===== src/rtl/exc_entry_pkg.sv =====
package exc_entry_pkg;
  localparam int XLEN     = 32;
  localparam int CODE_W   = 5;
  localparam int CODE_LSB = 2;
  localparam int SEL_W    = 3;

  // status bit positions
  localparam int ST_PIE = 0;
  localparam int ST_U   = 1;
  localparam int ST_EH  = 2;
  localparam int ST_IH  = 3;

  // TLB flag bit positions
  localparam int TM_WE  = 0;
  localparam int TM_DBL = 1;

  localparam logic [CODE_W-1:0] C_IRQ      = 5'd2;
  localparam logic [CODE_W-1:0] C_TRAP     = 5'd3;
  localparam logic [CODE_W-1:0] C_ILLEGAL  = 5'd5;
  localparam logic [CODE_W-1:0] C_MISALIGN = 5'd6;
  localparam logic [CODE_W-1:0] C_BREAK    = 5'd7;
  localparam logic [CODE_W-1:0] C_SUP_ADDR = 5'd9;
  localparam logic [CODE_W-1:0] C_SUP_INST = 5'd10;
  localparam logic [CODE_W-1:0] C_SUP_DATA = 5'd11;
  localparam logic [CODE_W-1:0] C_TLB_MISS = 5'd12;
  localparam logic [CODE_W-1:0] C_PERM_X   = 5'd13;
  localparam logic [CODE_W-1:0] C_PERM_R   = 5'd14;
  localparam logic [CODE_W-1:0] C_PERM_W   = 5'd15;

  typedef enum logic [2:0] {
    CL_IRQ, CL_TLB_MISS, CL_PERM, CL_COND, CL_BREAK, CL_MISALIGN
  } exc_class_e;

  typedef enum logic [SEL_W-1:0] {
    RI_STATUS, RI_ESTATUS, RI_BSTATUS, RI_EXC,
    RI_BADADDR, RI_TLBMISC, RI_EA, RI_BA
  } reg_idx_e;

  typedef struct packed {
    logic [CODE_W-1:0] code;
    logic [XLEN-1:0]   pc;
    logic [XLEN-1:0]   fault;
  } exc_req_t;

  localparam int REQ_W = $bits(exc_req_t);

  function automatic logic [XLEN-1:0] f_ret_addr(input logic [XLEN-1:0] pc,
                                                 input int step);
    return pc + XLEN'(step);
  endfunction

  // status after entry: handler bit raised, PIE and U dropped
  function automatic logic [XLEN-1:0] f_enter_status(input logic [XLEN-1:0] st,
                                                     input logic is_irq);
    logic [XLEN-1:0] r;
    r = st;
    if (is_irq) r[ST_IH] = 1'b1;
    else        r[ST_EH] = 1'b1;
    r[ST_PIE] = 1'b0;
    r[ST_U]   = 1'b0;
    return r;
  endfunction

  // replace only the cause field
  function automatic logic [XLEN-1:0] f_put_code(input logic [XLEN-1:0] exc,
                                                 input logic [CODE_W-1:0] code);
    logic [XLEN-1:0] r;
    r = exc;
    r[CODE_LSB +: CODE_W] = code;
    return r;
  endfunction

  // whole register holding only the cause field
  function automatic logic [XLEN-1:0] f_only_code(input logic [CODE_W-1:0] code);
    logic [XLEN-1:0] r;
    r = '0;
    r[CODE_LSB +: CODE_W] = code;
    return r;
  endfunction
endpackage


===== src/rtl/exc_req_queue.sv =====
module exc_req_queue #(
  parameter int W = 8
) (
  input  logic         clk,
  input  logic         rst_n,
  input  logic         push_i,
  input  logic [W-1:0] din_i,
  output logic         slot_valid_o,
  output logic [W-1:0] slot_data_o
);
  logic         slot_v, hold_v;
  logic [W-1:0] slot_d, hold_d;

  always_ff @(posedge clk or negedge rst_n) begin
    if (!rst_n) begin
      slot_v <= 1'b0;
      slot_d <= '0;
      hold_v <= 1'b0;
      hold_d <= '0;
    end else begin
      if (hold_v) begin
        slot_v <= 1'b1;
        slot_d <= hold_d;
      end else if (push_i && !slot_v) begin
        slot_v <= 1'b1;
        slot_d <= din_i;
      end else begin
        slot_v <= 1'b0;
      end
      if (push_i && (slot_v || hold_v)) begin
        hold_v <= 1'b1;
        hold_d <= din_i;
      end else begin
        hold_v <= 1'b0;
      end
    end
  end

  assign slot_valid_o = slot_v;
  assign slot_data_o  = slot_d;
endmodule


===== src/rtl/exc_class_decode.sv =====
module exc_class_decode
  import exc_entry_pkg::*;
(
  input  logic [CODE_W-1:0] code_i,
  output exc_class_e        cls_o,
  output logic [CODE_W-1:0] code_o
);
  always_comb begin
    code_o = code_i;
    unique case (code_i)
      C_IRQ:                            cls_o = CL_IRQ;
      C_TLB_MISS:                       cls_o = CL_TLB_MISS;
      C_PERM_X, C_PERM_R, C_PERM_W:     cls_o = CL_PERM;
      C_TRAP, C_ILLEGAL,
      C_SUP_ADDR, C_SUP_INST, C_SUP_DATA: cls_o = CL_COND;
      C_BREAK:                          cls_o = CL_BREAK;
      C_MISALIGN:                       cls_o = CL_MISALIGN;
      default: begin
        cls_o  = CL_COND;
        code_o = C_ILLEGAL;
      end
    endcase
  end
endmodule


===== src/rtl/exc_entry_ctrl.sv =====
module exc_entry_ctrl
  import exc_entry_pkg::*;
#(
  parameter int PC_STEP = 4
) (
  input  logic            clk,
  input  logic            rst_n,
  input  logic            take_i,
  input  logic [4:0]      cause_i,
  input  logic [31:0]     pc_i,
  input  logic [31:0]     fault_addr_i,
  input  logic [31:0]     vec_general_i,
  input  logic [31:0]     vec_fast_tlb_i,
  input  logic            sw_we_i,
  input  logic [2:0]      sw_sel_i,
  input  logic [31:0]     sw_wdata_i,
  output logic            redir_valid_o,
  output logic [31:0]     redir_pc_o,
  output logic [31:0]     status_o,
  output logic [31:0]     estatus_o,
  output logic [31:0]     bstatus_o,
  output logic [31:0]     exc_o,
  output logic [31:0]     badaddr_o,
  output logic [31:0]     tlbmisc_o,
  output logic [31:0]     ea_o,
  output logic [31:0]     ba_o
);
  exc_req_t          in_req, q_req;
  logic              q_valid;
  exc_class_e        q_cls;
  logic [CODE_W-1:0] q_code;

  logic [XLEN-1:0] status_q, estatus_q, bstatus_q, exc_q;
  logic [XLEN-1:0] badaddr_q, tlbmisc_q, ea_q, ba_q;
  logic            redir_valid_q;
  logic [XLEN-1:0] redir_pc_q;

  // named events, also observed by the checker
  logic eh_now, irq_reject, apply_fire, apply_irq, apply_misalign;
  logic fast_miss, double_miss, save_e, save_b, sw_take;
  logic [XLEN-1:0] ret_addr;

  assign in_req = '{code: cause_i, pc: pc_i, fault: fault_addr_i};

  exc_req_queue #(.W(REQ_W)) u_queue (
    .clk         (clk),
    .rst_n       (rst_n),
    .push_i      (take_i),
    .din_i       (in_req),
    .slot_valid_o(q_valid),
    .slot_data_o (q_req)
  );

  exc_class_decode u_decode (
    .code_i(q_req.code),
    .cls_o (q_cls),
    .code_o(q_code)
  );

  assign eh_now         = status_q[ST_EH];
  assign irq_reject     = q_valid && (q_cls == CL_IRQ) && !status_q[ST_PIE];
  assign apply_fire     = q_valid && !irq_reject;
  assign apply_irq      = apply_fire && (q_cls == CL_IRQ);
  assign apply_misalign = apply_fire && (q_cls == CL_MISALIGN);
  assign fast_miss      = apply_fire && (q_cls == CL_TLB_MISS) && !eh_now;
  assign double_miss    = apply_fire && (q_cls == CL_TLB_MISS) && eh_now;
  assign save_e         = apply_fire &&
                          ((q_cls == CL_IRQ) || (q_cls == CL_PERM) ||
                           ((q_cls == CL_TLB_MISS) && !eh_now) ||
                           (((q_cls == CL_COND) || (q_cls == CL_MISALIGN)) && !eh_now));
  assign save_b         = apply_fire && (q_cls == CL_BREAK) && !eh_now;
  assign sw_take        = sw_we_i && !apply_fire;
  assign ret_addr       = f_ret_addr(q_req.pc, PC_STEP);

  always_ff @(posedge clk or negedge rst_n) begin
    if (!rst_n) begin
      status_q      <= '0;
      estatus_q     <= '0;
      bstatus_q     <= '0;
      exc_q         <= '0;
      badaddr_q     <= '0;
      tlbmisc_q     <= '0;
      ea_q          <= '0;
      ba_q          <= '0;
      redir_valid_q <= 1'b0;
      redir_pc_q    <= '0;
    end else begin
      redir_valid_q <= apply_fire;
      if (apply_fire) begin
        redir_pc_q <= fast_miss ? vec_fast_tlb_i : vec_general_i;
        status_q   <= f_enter_status(status_q, apply_irq);
        exc_q      <= apply_misalign ? f_only_code(C_MISALIGN)
                                     : f_put_code(exc_q, q_code);
        if (save_e) begin
          estatus_q <= status_q;
          ea_q      <= ret_addr;
        end
        if (save_b) begin
          bstatus_q <= status_q;
          ba_q      <= ret_addr;
        end
        if (apply_misalign) badaddr_q <= q_req.fault;
        if (fast_miss) begin
          tlbmisc_q[TM_DBL] <= 1'b0;
          tlbmisc_q[TM_WE]  <= 1'b1;
        end
        if (double_miss) tlbmisc_q[TM_DBL] <= 1'b1;
      end else if (sw_take) begin
        unique case (reg_idx_e'(sw_sel_i))
          RI_STATUS:  status_q  <= sw_wdata_i;
          RI_ESTATUS: estatus_q <= sw_wdata_i;
          RI_BSTATUS: bstatus_q <= sw_wdata_i;
          RI_EXC:     exc_q     <= sw_wdata_i;
          RI_BADADDR: badaddr_q <= sw_wdata_i;
          RI_TLBMISC: tlbmisc_q <= sw_wdata_i;
          RI_EA:      ea_q      <= sw_wdata_i;
          RI_BA:      ba_q      <= sw_wdata_i;
          default:    ;
        endcase
      end
    end
  end

  assign redir_valid_o = redir_valid_q;
  assign redir_pc_o    = redir_pc_q;
  assign status_o      = status_q;
  assign estatus_o     = estatus_q;
  assign bstatus_o     = bstatus_q;
  assign exc_o         = exc_q;
  assign badaddr_o     = badaddr_q;
  assign tlbmisc_o     = tlbmisc_q;
  assign ea_o          = ea_q;
  assign ba_o          = ba_q;
endmodule


===== config.mk =====
export PLATFORM = sky130hd
export DESIGN_NAME = exc_entry_ctrl
export DESIGN_NICKNAME = d
export VERILOG_FILES = /design/src/rtl/exc_entry_pkg.sv /design/src/rtl/exc_req_queue.sv /design/src/rtl/exc_class_decode.sv /design/src/rtl/exc_entry_ctrl.sv
export SDC_FILE = /design/constraint.sdc
export NUM_CORES = 1
export LEC_CHECK = 0
export CAP_MARGIN = 40
export CELL_PAD_IN_SITES_DETAIL_PLACEMENT = 2
export CELL_PAD_IN_SITES_GLOBAL_PLACEMENT = 2
export CORE_MARGIN = 2
export CORE_UTILIZATION = 34
export CTS_BUF_LIST = sky130_fd_sc_hd__clkbuf_16
export CTS_CLUSTER_SIZE = 8
export DETAILED_ROUTE_END_ITERATION = 16
export PLACE_DENSITY = 0.9
export SYNTH_ARGS = -nofsm -noshare
export SYNTH_HDL_FRONTEND = slang
export SYNTH_SLANG_ARGS = --single-unit

===== constraint.sdc =====
create_clock -name clk -period 6.3 [get_ports clk]
set_input_delay 0.945 -clock clk [delete_from_list [all_inputs] [get_ports clk]]
set_output_delay 0.945 -clock clk [all_outputs]
set_load 0.005 [all_outputs]

==> results of run 1 <==
## metrics by stage
stage | util (%) | power [mW] | cell area (um^2) | worst slack (ns) | hold slack (ns)
floorplan | - | 5.72 | 18600 | 3.82 | 0.450
global placement | 44.2 | 8.08 | 23900 | 2.58 | 0.460
detailed placement | 44.4 | 8.42 | 24000 | 2.41 | 0.468
CTS | 47.3 | 11.4 | 25600 | 2.69 | 0.479
global route | 47.3 | 11.9 | 25600 | 2.51 | 0.501
finish | 47.3 | 11.3 | 25600 | 2.74 | 0.466
## area by class of cell
| type | count | share of cell area (%) |
|---|---|---|
| Inverter | 47 | 0.700 |
| Tap cell | 696 | 3.41 |
| Clock buffer | 60 | 5.87 |
| Clock inverter | 8 | 0.294 |
| Timing Repair Buffer | 482 | 19.1 |
| Antenna cell | 6 | 0.0587 |
| Sequential cell | 429 | 42.0 |
| Multi-Input combinational cell | 1017 | 28.6 |
## metal layers
metal	vias up	track usage, %
li1	6409	-
met1	7400	29.4
met2	426	45.4
met3	161	7.13
met4	16	9.47
met5	-	0
## cells in the mapped netlist, types with 7 or more instances
master,number,area (um^2)
clkbuf_1,71,267
buf_2,17,85.1
a21boi_0,20,150
inv_1,46,173
a21oi_2,29,254
or3_1,9,56.3
xnor2_1,12,105
nand3_1,20,100
dfrtp_1,429,10700
a21oi_1,31,155
nand2_1,219,822
mux2_2,184,2070
buf_6,7,78.8
a21o_1,20,150
o21ai_0,164,821
a31oi_1,10,62.6
or4_1,16,120
nor2_1,57,214
mux2i_1,168,1680
## logic make-up (layout without fill, tap and decap cells)
kind of cell,after synthesis,in the layout,share of synthesized area (%)
DFF,429,429,57.6
adders and majority gates,2,2,0.121
other,0,6,0
buffers and inverters,149,597,3.46
muxes,356,356,20.4
xor gates and xnor gates,14,14,0.658
AOI/OAI and AO/OA,293,293,9.55
and+or+nand+nor,352,352,8.19
## cells in the final DEF (no fill, tap or decap), types with 5 or more instances in the layout
cell type / netlist / layout
a21boi_0: 20 / 20
or3_1: 9 / 9
a21oi_2: 29 / 29
a31oi_1: 10 / 10
o211ai_1: 5 / 5
inv_1: 46 / 49
or4_1: 16 / 16
mux2_2: 184 / 184
nor4_1: 6 / 6
o21ai_0: 164 / 164
xnor2_1: 12 / 12
clkbuf_16: 0 / 60
dfrtp_1: 429 / 428
nor2_1: 57 / 56
buf_4: 3 / 16
clkdlybuf4s50_1: 0 / 459
nor3_1: 6 / 6
nand2_1: 219 / 218
mux2i_1: 168 / 168
a21o_1: 20 / 20
a21oi_1: 31 / 30
nand3_1: 20 / 20
nand4_1: 6 / 6
diode_2: 0 / 6
## power by group through the flow
stage	Sequential (mW)	Combinational, mW	Clock (mW)
2_1_floorplan	4.36	1.36	0
3_3_place_gp	4.39	3.68	0
3_5_place_dp	4.51	3.91	0
4_1_cts	4.49	3.97	2.97
5_1_grt	4.61	4.19	3.06
6_report	4.48	3.90	2.88
## path summary, 6_finish.rpt
kind,to,startpoint
max in group asynchronous,u_queue.hold_v,rst_n
max,estatus_o[14],u_queue.slot_data_o[64]
min in group clk,badaddr_o[9],badaddr_o[9]
max reg2reg,estatus_o[14],u_queue.slot_data_o[64]
min,redir_pc_o[23],rst_n
min reg2reg,badaddr_o[9],badaddr_o[9]
==> results.md, run 1 <==
* Placed cells at 2671
* Core ar. at 54000 um^2
* Critical path buffers and inverters at 2
* Fill count at 5324
* Clock-pin slew on the worst setup and hold paths at 0.05 ns
* Largest fanout on the critical path at 61
* P_int at 7.64 mW
* Drt pass-1 iters at 4
* Worst Setup End Kind: register
* Top achievable clock speed at 281 MHz
* Setup violators final at 0
* Hold buffer count at CTS at 0
* Synthesized cell area at 18600 um^2
* Largest net degree at the start of global routing at 137
* Placement row count at 85
* Met1 WL at 28200 um
* # nets final at 2210
* Top FF cell, synth: dfrtp_1
* Vias at 14.4k
* Worst r2r path cells at 7
* Register area at 10700 um^2
* Crit. path cell count at 7
* CTS tree: built
* PwrDens at 440 nW/um^2
* Finished Layout Cells at 2745
* GP Congestion at 0.811
* Switching Fraction at 32.2%
* Yosys warns at 0
* Post-CTS setup repair buffer count at 0
* Average vias per placed instance at 5.25
* Post-synth ARST share at 100%
* Post-synthesis net count at 1768
* Share of layout cells above drive strength 1 at 15.5%
* Root Buffer: clkbuf_16
* Final Hold Fails at 0
* Fin crit period at 3.56 ns
* VDD IR max at 0.212 mV
* Clock share of power at 25.6%
* Die height at 238 um
* Post-synth EDFFs at 0
* Max Buffers Root-to-Sink at 3
* Flops & latches, synth at 429
* Initial Util at 34.5%
* DRC violations left at 0
* Status: finished, final reports clean
* Yosys cell types at 47
* Drt initial violations at 627
* Die extent in x at 238 um
* Total grt overflow at 0
* Clk_lat worst skew at 0.62 ns
* Post-synthesis sequential area ratio at 57.6%
* I/O pin total at 461
* Most common cell on crit path: buf_4
* Share of power burned in registers at 39.8%
* Top sig layer: met5
* Layout area overhead at 37.2%
* Slowest-stage cell, CP: buf_4
* Max H-tree Level at 2
* Port bufs at 460
* Setup TNS at 0 ns
* MaxCap Viol Count at 0
* CP Launch Type: register
* Switching power at 3.62 mW
* RSZ-0062 raised after global routing: false
* Metal2 WL at 36700 um
* Total CTS buffers at 60
* Slew HR at 32.8%
* Reg2Reg Setup Slack at 2.74 ns
* Clock sinks at 429
* Routed WL at 72800 um
* Die area at 56700 um^2
* Pins over their slew limit at 0
* Cells after Synth at 1595
* Average routed wire per standard cell at 26.5 um
* Post-detail-place hpwl at 52200 um
* Lkg Pwr at 11.0 nW
* Worst slew pin tran at 1.01 ns
* Antenna viol nets, final at 0
* Crit-path cells: or4_1 -> o21ai_4 -> buf_4 -> buf_4 -> nand2_1 -> a21boi_0 -> mux2i_1
* Vias in the first global route at 16.7k
* Setup CP Type: reg2reg
* Multi-input gate area at 7320 um^2
* Mean area per synthesized cell at 11.7 um^2
* Crit-path leading delay family: buffers and inverters
* Crit path DAT at 4.07 ns
* Comb power frac at 34.6%
* PostCTS Resize Cnt at 0
* Worst path required time at 6.81 ns
* Hold crit path type: in2async
* Final Cycle Share at 56.5%
* Worst-case clock skew at 0.0262 ns
* Initial antenna violation count at 11
* Delay of the slowest critical-path stage at 0.69 ns
* GRT Util Overall at 25.6%
* Met3 Wirelength at 4880 um
* First-pass GRT wire length at 109000 um
Note: power is estimated with default switching activity, not from simulation.
==> run 2: changes to the inputs <==
CORE_UTILIZATION = 29   (was 34)
PLACE_DENSITY = 0.82   (was 0.9)
clock period = 3 ns   (was 6.3 ns; I/O delays follow)
==> run 2 against run 1 <==
First-iteration DRC count shrank 5.1%; maximum frequency grew 28%; clock-buffer cell count shrank 1; sequential cell count is the same; worst hold slack lost 0.0031 ns; clock power grew 100%; sequential power grew 110%; register-to-register slack lost 2.5 ns; final area grew 1.3%; critical path type unchanged; largest power group unchanged; sequential share of layout area shrank 0.54 points; routed wire length grew 1.4%.
==> results.md, run 2 (synthesized netlist as in run 1, its figures left out) <==
* Hold crit path type: in2async
* Critical path origin: u_queue.slot_data_o[64]
* DRC violations left at 0
* Slew HR at 48.5%
* Lkg Pwr at 11.1 nW
* Drt initial violations at 595
* Worst slew pin tran at 0.773 ns
* Vias in the first global route at 16.8k
* Initial antenna violation count at 9
* Total CTS buffers at 59
* Finished Layout Cells at 2909
* GP Congestion at 0.841
* First-pass GRT wire length at 111000 um
* Final WS setup at 0.229 ns
* Final Hold Fails at 0
* Total grt overflow at 0
* Clock-pin slew on the worst setup and hold paths at 0.06 ns
* Vias at 14.5k
* Status: finished, final reports clean
* Die height at 257 um
* RSZ-0062 raised after global routing: false
* Top achievable clock speed at 361 MHz
* PwrDens at 908 nW/um^2
* Max H-tree Level at 2
* Average routed wire per standard cell at 25.4 um
* Worst-case clock skew at 0.0155 ns
* MaxCap Viol Count at 0
* Drt pass-1 iters at 4
* Clock sinks at 429
* Routed WL at 73800 um
* Antenna viol nets, final at 0
* Worst path required time at 3.51 ns
* Initial Util at 29.4%
* CTS tree: built
* Layout area overhead at 39.0%
* Setup TNS at 0 ns
* Die area at 66300 um^2
* Final Cycle Share at 92.4%
* Average vias per placed instance at 4.97
* Commonest non-fill, non-tap cell in the layout: clkdlybuf4s50_1
* Setup CP Type: reg2reg
* Port bufs at 460
* Dpl ws at 0.112 ns
* I/O pin total at 461
* Fin crit period at 2.77 ns
* Crit path DAT at 3.28 ns
* R2r startpoint: u_queue.slot_data_o[64]
* Clk_lat worst skew at 0.60 ns
* Setup violators final at 0
* Max Buffers Root-to-Sink at 3
* VDD IR max at 0.434 mV
* Placed cells at 2839
* Worst Setup End Kind: register
* # nets final at 2228
* Worst r2r path cells at 7
* Most frequent cells in the layout: clkdlybuf4s50_1, dfrtp_1, nand2_1
* Die extent in x at 257 um
* Placement row count at 92
* Post-CTS setup repair buffer count at 0
* Largest fanout on the critical path at 68
* Pins over their slew limit at 0
* Post-detail-place hpwl at 53300 um
* Fill count at 6473
* GRT Util Overall at 22.0%
* Root Buffer: clkbuf_16
* Share of layout cells above drive strength 1 at 16.2%
* Core ar. at 63300 um^2
* Largest net degree at the start of global routing at 109
* CP Launch Type: register
* Fin util at 40.9%
==> run 2: cell count changes in the layout (fill, tap and decap cells not counted), sizes merged <==
cell | before | now
buf | 23 | 41
clkbuf | 60 | 59
diode | 6 | 4
dlygate4sd3 | 0 | 1
clkinv | 3 | 1
bufinv | 1 | 0
inv | 51 | 52
==> run 2: stage by stage <==
stage	total power, mW	hold WS, ns	cell area, um^2
final	23.5	0.463	25900
after global routing	24.8	0.474	25900
after CTS	23.9	0.448	25900
after detailed placement	17.7	0.468	24400
after global placement	17.1	0.463	24400
after floorplan	12.0	0.154	18600
==> run 2: report_power, final <==
| part | total [mW] | switching [mW] | internal [mW] |
|---|---|---|---|
| sequential | 9.39 | 1.50 | 7.89 |
| clock | 5.88 | 2.46 | 3.42 |
| combinational | 8.23 | 3.59 | 4.65 |
==> run 2: cell type report <==
| type | instances | area [um^2] | share of cell area (%) |
|---|---|---|---|
| well taps | 846 | 1060 | 4.09 |
| clock buffers | 59 | 1480 | 5.70 |
| diodes | 4 | 10.0 | 0.0386 |
| flip-flops and latches | 429 | 10700 | 41.5 |
| repair buffers | 501 | 5090 | 19.6 |
| clock inverters | 6 | 37.5 | 0.145 |
| inverters | 47 | 179 | 0.691 |
| multi-input cells | 1017 | 7320 | 28.3 |
==> run 2: worst paths after layout <==
check / end / slack, ns
max: estatus_o[19] / 0.23
min: tlbmisc_o[17] / 0.46
max reg2reg: estatus_o[19] / 0.23
min reg2reg: badaddr_o[13] / 0.48
max in group asynchronous: u_queue.slot_data_o[48] / 1.58
min in group clk: badaddr_o[13] / 0.48
==> run 2: timing repair <==
item	CTS	global route
endpoints found under the setup margin	0	2
gates resized for setup	0	1
hold endpoints to repair	61	0
hold buffers	1	0
==> run 2: critical path, stage by stage (launching register included) <==
cell and delay [ns]:
dfrtp_1 0.37, or4_1 0.58, o21ai_4 0.22, buf_12 0.37, buf_6 0.38, nand2_1 0.31, a21boi_0 0.24, mux2i_1 0.19
==> run 2: per-layer routing <==
layer	vias to the layer above	wire length (um)	GRT usage, %	share of wire (%)
met5	-	93	0	0.13
met4	14	2200	6.71	3.0
met3	138	3990	5.05	5.4
met2	378	37400	39.4	51
met1	7520	30100	26.1	41
li1	6417	-	-	-
